<file path="src/rtl/updn_pkg.sv">
package updn_pkg;

    localparam int unsigned STAGE_BITS = 4;

    typedef enum logic [1:0] {
        MODE_HOLD = 2'd0,
        MODE_LOAD = 2'd1,
        MODE_UP   = 2'd2,
        MODE_DOWN = 2'd3
    } mode_e;

endpackage

</file>
<file path="src/rtl/updn_mode_dec.sv">
module updn_mode_dec
    import updn_pkg::*;
(
    input  logic  en_p_n,
    input  logic  en_t_n,
    input  logic  load_n,
    input  logic  up,
    output mode_e mode
);

    logic count_ok;

    always_comb begin
        count_ok = !en_p_n && !en_t_n;
        if (!load_n) begin
            mode = MODE_LOAD;
        end else if (!count_ok) begin
            mode = MODE_HOLD;
        end else if (up) begin
            mode = MODE_UP;
        end else begin
            mode = MODE_DOWN;
        end
    end

endmodule

</file>
<file path="src/rtl/updn_cell.sv">
module updn_cell
    import updn_pkg::*;
#(
    parameter int unsigned W = STAGE_BITS
) (
    input  logic         clk,
    input  logic         rst_n,
    input  mode_e        mode,
    input  logic [W-1:0] din,
    output logic [W-1:0] q
);

    localparam logic [W-1:0] ONE = W'(1);

    logic [W-1:0] q_next;

    always_comb begin
        unique case (mode)
            MODE_LOAD: q_next = din;
            MODE_UP:   q_next = q + ONE;
            MODE_DOWN: q_next = q - ONE;
            MODE_HOLD: q_next = q;
            default:   q_next = q;
        endcase
    end

    always_ff @(posedge clk) begin
        if (!rst_n) begin
            q <= '0;
        end else begin
            q <= q_next;
        end
    end

endmodule

</file>
<file path="src/rtl/updn_carry.sv">
module updn_carry #(
    parameter int unsigned W = 4
) (
    input  logic [W-1:0] q,
    input  logic         up,
    input  logic         en_t_n,
    output logic         carry_n
);

    logic at_max;
    logic at_min;
    logic terminal;

    always_comb begin
        at_max   = &q;
        at_min   = ~|q;
        terminal = up ? at_max : at_min;
        carry_n  = !(terminal && !en_t_n);
    end

endmodule

</file>
<file path="src/rtl/updn_stage.sv">
module updn_stage
    import updn_pkg::*;
#(
    parameter int unsigned W = STAGE_BITS
) (
    input  logic         clk,
    input  logic         rst_n,
    input  logic         en_p_n,
    input  logic         en_t_n,
    input  logic         load_n,
    input  logic         up,
    input  logic [W-1:0] din,
    output logic [W-1:0] q,
    output logic         carry_n
);

    mode_e mode;

    updn_mode_dec u_dec (
        .en_p_n (en_p_n),
        .en_t_n (en_t_n),
        .load_n (load_n),
        .up     (up),
        .mode   (mode)
    );

    updn_cell #(.W(W)) u_cell (
        .clk   (clk),
        .rst_n (rst_n),
        .mode  (mode),
        .din   (din),
        .q     (q)
    );

    updn_carry #(.W(W)) u_carry (
        .q       (q),
        .up      (up),
        .en_t_n  (en_t_n),
        .carry_n (carry_n)
    );

endmodule

</file>
<file path="src/rtl/updn_chain.sv">
module updn_chain
    import updn_pkg::*;
#(
    parameter int unsigned STAGES  = 3,
    parameter int unsigned STAGE_W = STAGE_BITS,
    localparam int unsigned TOTAL_W = STAGES * STAGE_W
) (
    input  logic               clk,
    input  logic               rst_n,
    input  logic               en_p_n,
    input  logic               en_t_n,
    input  logic               load_n,
    input  logic               up,
    input  logic [TOTAL_W-1:0] din,
    output logic [TOTAL_W-1:0] q,
    output logic               carry_n
);

    logic [STAGES:0] t_link;

    assign t_link[0] = en_t_n;

    for (genvar k = 0; k < STAGES; k++) begin : g_stage
        updn_stage #(.W(STAGE_W)) u_stage (
            .clk     (clk),
            .rst_n   (rst_n),
            .en_p_n  (en_p_n),
            .en_t_n  (t_link[k]),
            .load_n  (load_n),
            .up      (up),
            .din     (din[k*STAGE_W +: STAGE_W]),
            .q       (q[k*STAGE_W +: STAGE_W]),
            .carry_n (t_link[k+1])
        );
    end

    assign carry_n = t_link[STAGES];

endmodule

</file>
<file path="config.mk">
export PLATFORM = sky130hd
export DESIGN_NAME = updn_chain
export DESIGN_NICKNAME = d
export VERILOG_FILES = /design/src/rtl/updn_pkg.sv /design/src/rtl/updn_mode_dec.sv /design/src/rtl/updn_cell.sv /design/src/rtl/updn_carry.sv /design/src/rtl/updn_stage.sv /design/src/rtl/updn_chain.sv
export SDC_FILE = /design/constraint.sdc
export NUM_CORES = 1
export LEC_CHECK = 0
export ABC_AREA = 1
export BUFFER_PORTS_ARGS = -buffer_cell sky130_fd_sc_hd__buf_4
export CORE_ASPECT_RATIO = 0.7
export CORE_UTILIZATION = 59
export CTS_BUF_LIST = sky130_fd_sc_hd__clkbuf_2
export CTS_CLUSTER_SIZE = 10
export DETAILED_ROUTE_END_ITERATION = 10
export PLACE_DENSITY = 0.86
export SYNTH_ARGS = -nofsm -noshare
export SYNTH_HDL_FRONTEND = slang
export SYNTH_HIERARCHICAL = 1
export SYNTH_SLANG_ARGS = --single-unit
</file>
<file path="constraint.sdc">
create_clock -name clk -period 5.41 [get_ports clk]
set_input_delay 0.8115 -clock clk [delete_from_list [all_inputs] [get_ports clk]]
set_output_delay 0.8115 -clock clk [all_outputs]
set_load 0.1 [all_outputs]
</file>
; ---- Word level (Yosys, flattened, before mapping)
; Cells that the tools add are included.
[classes]
n_addsub = 6
multipliers = 0
div = 0
order_cmp = 0
eq_ne = 9
shifts = 0
mux = 13
bitwise = 0
n_reduce_logical = 21
[op_table]
columns = cell, count
row1 = case mux 4 bit (3 select lines), 3
row2 = "adder 4 x 1 -> 4 bit, second input constant", 3
row3 = "== test 2 bit, second input constant", 6
row4 = 2-to-1 mux 2 bit, 6
row5 = AND reduction 4 bit, 3
row6 = OR reduction 4 bit, 3
row7 = "subtractor 4 x 1 -> 4 bit, second input constant", 3
row8 = "== test 2 x 1 -> 1 bit, second input constant", 3
row9 = logical AND 1 bit, 6
row10 = zero test 1 bit, 6
row11 = zero test 2 bit, 3
row12 = 2-to-1 mux 1 bit, 4
[word_totals]
ff_bits = 12
latch_bits = 0
ramBits = 0
romBits = 0
wordCells = 52
memories = 0

; ---- Logic depth before layout (Yosys ltp)
[logic_depth]
ltp_word = 10
mapped_depth = 20
mapped_depth_nobuf = 20

; ---- Hierarchy
; The synthesis kept the hierarchy.
[modules_own_cells]
columns = mod, n_inst, cells_per_inst, area_each_um2, seq_area_each_um2
row1 = updn_cell, 3, 51, 330.3, 80.1
row2 = updn_carry, 3, 12, 46.3, 0.0
row3 = updn_mode_dec, 3, 5, 27.5, 0.0

; ---- Worst setup path before layout
; Ideal clock, no wire load.
[synth_timing]
path_kind = register to output
start = reg g_stage[0].u_stage.u_cell.q[1]
end = out carry_n
arrival_time_ps = 2176
slack_ps = 2423
stages_incl_launch_ff = 9
n_path_buf = 0
path_cell_list = dfxtp_1 > nor2_1 > nand3_1 > nand2_1 > nand2_1 > inv_1 > nand2_1 > inv_1 > nand2_1
[synth_via]
elab_chain_cells = 7
[synth_lines]
columns = item, line_no
row1 = start: declaration, updn_cell.sv:10  ; output logic [W-1:0] q
row2 = start signal: assignment, updn_cell.sv:31  ; q <= q_next;
row3 = OR reduction 4 bit, updn_carry.sv:16  ; at_min = ~|q;
row4 = zero test 1 bit, updn_carry.sv:16
row5 = 2-to-1 mux 1 bit *, updn_carry.sv:17  ; terminal = up ? at_max : at_min;
row6 = logical AND 1 bit * (3 in series), updn_carry.sv:18  ; carry_n = !(terminal && !en_t_n);
row7 = zero test 1 bit *, updn_carry.sv:18
row8 = end: declaration, updn_chain.sv:16  ; output logic carry_n
; Mark *: on every way between the ends. The rest lies on a longest branch, timed or not.

; ---- Worst setup path after layout
[layout_timing]
start = in up
end = reg g_stage[2].u_stage.u_cell.q[2]
[layout_via]
elab_chain_cells = 8
[layout_lines]
columns = item, line_no
row1 = start: declaration, updn_chain.sv:13  ; input logic up,
row2 = 2-to-1 mux 1 bit, updn_carry.sv:17
row3 = logical AND 1 bit, updn_carry.sv:18
row4 = logical AND 1 bit *, updn_carry.sv:18
row5 = logical AND 1 bit *, updn_mode_dec.sv:14  ; count_ok = !en_p_n && !en_t_n;
row6 = 2-to-1 mux 2 bit *, updn_mode_dec.sv:17  ; end else if (!count_ok) begin
row7 = 2-to-1 mux 2 bit *, updn_mode_dec.sv:15  ; if (!load_n) begin
row8 = net g_stage[2].u_stage.mode[1], updn_stage.sv:17  ; mode_e mode;
row9 = == test 2 bit / == test 2 x 1 -> 1 bit (equally long branches), updn_cell.sv:18  ; unique case (mode)
row10 = case mux 4 bit (3 select lines), updn_cell.sv:18
row11 = end signal: assignment, updn_cell.sv:31
row12 = end: declaration, updn_cell.sv:10
; The timed path passes the listed nets; every way through them passes the cells marked *.
; A chain may end at the register's enable or synchronous reset.

==> key figures <==
Synthesis
  – Synth Area in Compound Gates: 0.124
  – Post-Synth Simple-Gate Area: 0.455
  – Post-synth ARST share: 0
  – Post-synth top area cell: dfxtp_1
  – #FFs+latches synth: 12
  – Distinct cells, synth: 20
  – Syn Inst Count: 204
  – Sequential area share after synthesis: 0.198
  – Most frequent cell after synthesis: nand2_1
  – Top FF cell, synth: dfxtp_1
  – Post-synth EDFFs: 0
  – Synth Area in XOR/XNOR: 0.0433
  – Mapped cell area: 1210 sq um
  – Yosys top cell area share: 0.198
  – Post-synth top cells: nand2_1 (57), inv_1 (36), nor2_1 (24), nand3_1 (15), dfxtp_1 (12)
  – Synth top area cells: dfxtp_1 (20%), nand2_1 (18%), inv_1 (11%), nor2_1 (7.4%), nand3_1 (6.2%)
  – Post-Syn Nets: 225
  – Syn_area_per_cell: between 5 and 6 sq um
  – Adder-Cell Fraction of Synth Area: 0.0310
  – Largest family of logic cells by synthesized area: simple AND/OR/NAND/NOR gates
  – Synthesis warning total: 6
  – Multiplexer share of the synthesized area: 0

Global route
  – GRT Overall Usage: 0.281
  – GRT busiest layer: met2
  – GR Util met2: 0.449
  – Global-route wire length before repair: ~4.6 mm
  – Gr ovfl total: 0
  – Vias in the first global route: 1050
  – Largest net degree at the start of global routing: 12
  – Met3 Use GR: 0.0396
  – Initial antenna violation count: 0
  – Met1 usage: 0.388

Critical path
  – Critical path required time: 5620 ps
  – Crit path max fanout: 11
  – CP Capture Type: register
  – Kind of critical path: input port to register
  – Startpoint Class: input port
  – Slowest cell delay on critical path: between 600 and 700 ps
  – Critical-path cell list: buf_4 > inv_1 > nor2_1 > nand2_1 > nand2_1 > nand2_1 > inv_1 > nand2_1 > nor3b_2 > nand3_1 > nand2_1 > inv_2 > ha_1 > inv_1 > nand2_1 > xnor2_1 > nand2_1 > a31oi_1
  – Most common cell type on the critical path: nand2_1
  – Data arrival, critical path: about 3300 ps
  – Slowest stage cell, crit path: nor3b_2

Power
  – Clock Power Share: 0.165
  – Sw Share: 0.473
  – Internal cell power: between 0.0001 and 0.00015 W
  – Comb power frac: 0.448
  – Leak: just over 0.8 nW
  – Post-layout power: about 0.00028 W
  – Max VDD drop: around 0.00019 V
  – Power per cell area: around 190 nW/um^2
  – Reg power frac: 0.386
  – Sw Pwr: 0.000131 W

Min path
  – Worst min path class: register to register

Place
  – Gpl congestion: between 0.8 and 0.9
  – Pre-CTS setup slack: around 2100 ps
  – Final HPWL DP: about 2.4 mm
  – Port bufs: 30
  – Placed Cells: 253

STA
  – Worst slew margin: 0.526
  – Skew final: 3.49 ps
  – Tcrit/Tclk final: 0.564
  – Worst-margin pin slew: 708 ps
  – Setup TNS Final: 0 ps
  – Final setup vio count: 0
  – Setup WS post-layout: roughly 2400 ps
  – Fin. Hold Viols: 0
  – Min cycle time layout: slightly above 3000 ps
  – Max Fclk: between 0.3 and 0.4 GHz
  – Slew Viols, Final: 0
  – RSZ-0062 raised after global routing: false

Routing
  – Routed vias/inst: 5.28
  – Drt pass-1 iters: 4
  – Via count: roughly 1400
  – DRC errors left: 0
  – DRT Wirelength: slightly above 3 mm
  – First DRT Iteration DRCs: 105
  – Drt wl/cell: ~12 um
  – Routed Antenna Nets: 0

Floorplanning
  – Die height: ~40 um
  – Die X: about 56 um
  – I/O pin cnt: 31
  – Area of the core: roughly 1900 sq um
  – Initial Utilization: 0.643
  – Die ar.: between 2000 and 2500 sq um
  – Std-Cell Rows: 13

Finish
  – Final net count: around 260
  – Max reg flops: 12
  – P&R area growth vs syn: 19.3%
  – Share of layout cells above drive strength 1: 0.256
  – Non-Filler Instances: approximately 260
  – Largest Register: g_stage.u_stage/u_cell/q
  – # diodes: 0
  – Regs by FF count: g_stage.u_stage/u_cell/q (12)

Clocking
  – Root Driver: clkbuf_2
  – Post-CTS Hold Buffers: 0
  – Postcts setup bufs: 0
  – Clock-pin transition on the worst setup and hold timing paths: roughly 110 ps
  – H-tree Lvls: 1
  – CTS sink cnt: 12
  – Clock tree buffer depth: 2
  – CTS resizes: 0
  – Clock buffer count from CTS: 3
  – CTS tree: done
  – Skew-Pair Late Insertion Delay: roughly 270 ps

Status
  – Run status: completed

Run
  – Max-cap violation count: 0
cell families (layout without fill, tap and decap cells):
family	count (synthesis)	in the layout
compound gates	24	24
xor+xnor	6	6
fa+ha+maj	3	3
simple gates	117	117
flops	12	12
buf+inv	42	72
power groups by stage:
stage	clock network (W)	logic, W	registers [W]
5_1_grt	0.0000495	0.000135	0.000108
2_1_floorplan	0	0.0000474	0.000152
3_3_place_gp	0	0.000120	0.000108
3_5_place_dp	0	0.000124	0.000109
6_report	0.0000458	0.000124	0.000107
4_1_cts	0.0000458	0.000124	0.000107
placed cells by master, fill, tap and decap left out:
cell      count
a21oi_1       6
a21oi_2       3
a31oi_1       3
buf_4        30
clkbuf_2      3
dfxtp_1      12
ha_1          3
inv_1        36
inv_2         3
nand2_1      57
nand2_2       9
nand3_1      15
nand3_2       6
nor2_1       24
nor2_2        3
nor3b_2       3
o21ai_0       6
o21bai_1      3
o31ai_1       3
xnor2_1       3
xor2_1        3
critical path: cells and delay by family:
family	cells	cell delay, ps
buffers and inverters	5	320
and+or+nand+nor	10	1620
AOI/OAI and AO/OA	1	150
adders and majority gates	1	160
xor gates and xnor gates	1	190
layout make-up:
class / count / area (sq um)
well taps: 22 / 27.5
multi-input cells: 150 / 792
flip-flops and latches: 12 / 240
repair buffers: 30 / 225
clock buffers: 3 / 15.0
fillers: 158 / 440
inverters: 39 / 146
final timing paths:
check	cells after the start	slack, ps	startpoint	to
max reg2reg	17	2460	g_stage[0].u_stage/u_cell/q[2]$_SDFFE_PN0P_	g_stage[2].u_stage/u_cell/q[2]$_SDFFE_PN0P_
min reg2reg	2	590	g_stage[1].u_stage/u_cell/q[2]$_SDFFE_PN0P_	g_stage[1].u_stage/u_cell/q[2]$_SDFFE_PN0P_
max	18	2360	up	g_stage[2].u_stage/u_cell/q[2]$_SDFFE_PN0P_
min	2	590	g_stage[1].u_stage/u_cell/q[2]$_SDFFE_PN0P_	g_stage[1].u_stage/u_cell/q[2]$_SDFFE_PN0P_
layer usage:
metal | part of all wire | vias up
li1 | - | 695
met1 | 0.49 | 603
met2 | 0.44 | 50
met3 | 0.060 | 4
met4 | 0.0089 | 0
met5 | 0 | -
through the flow:
step	cell area, sq um	hold WS, ps	util
final	1450	593	0.767
after global placement	1430	559	0.759
after detailed placement	1430	566	0.759
after floorplan	1210	909	-
after global routing	1450	610	0.767
after CTS	1450	585	0.767
(Power assumes the default switching activity.)
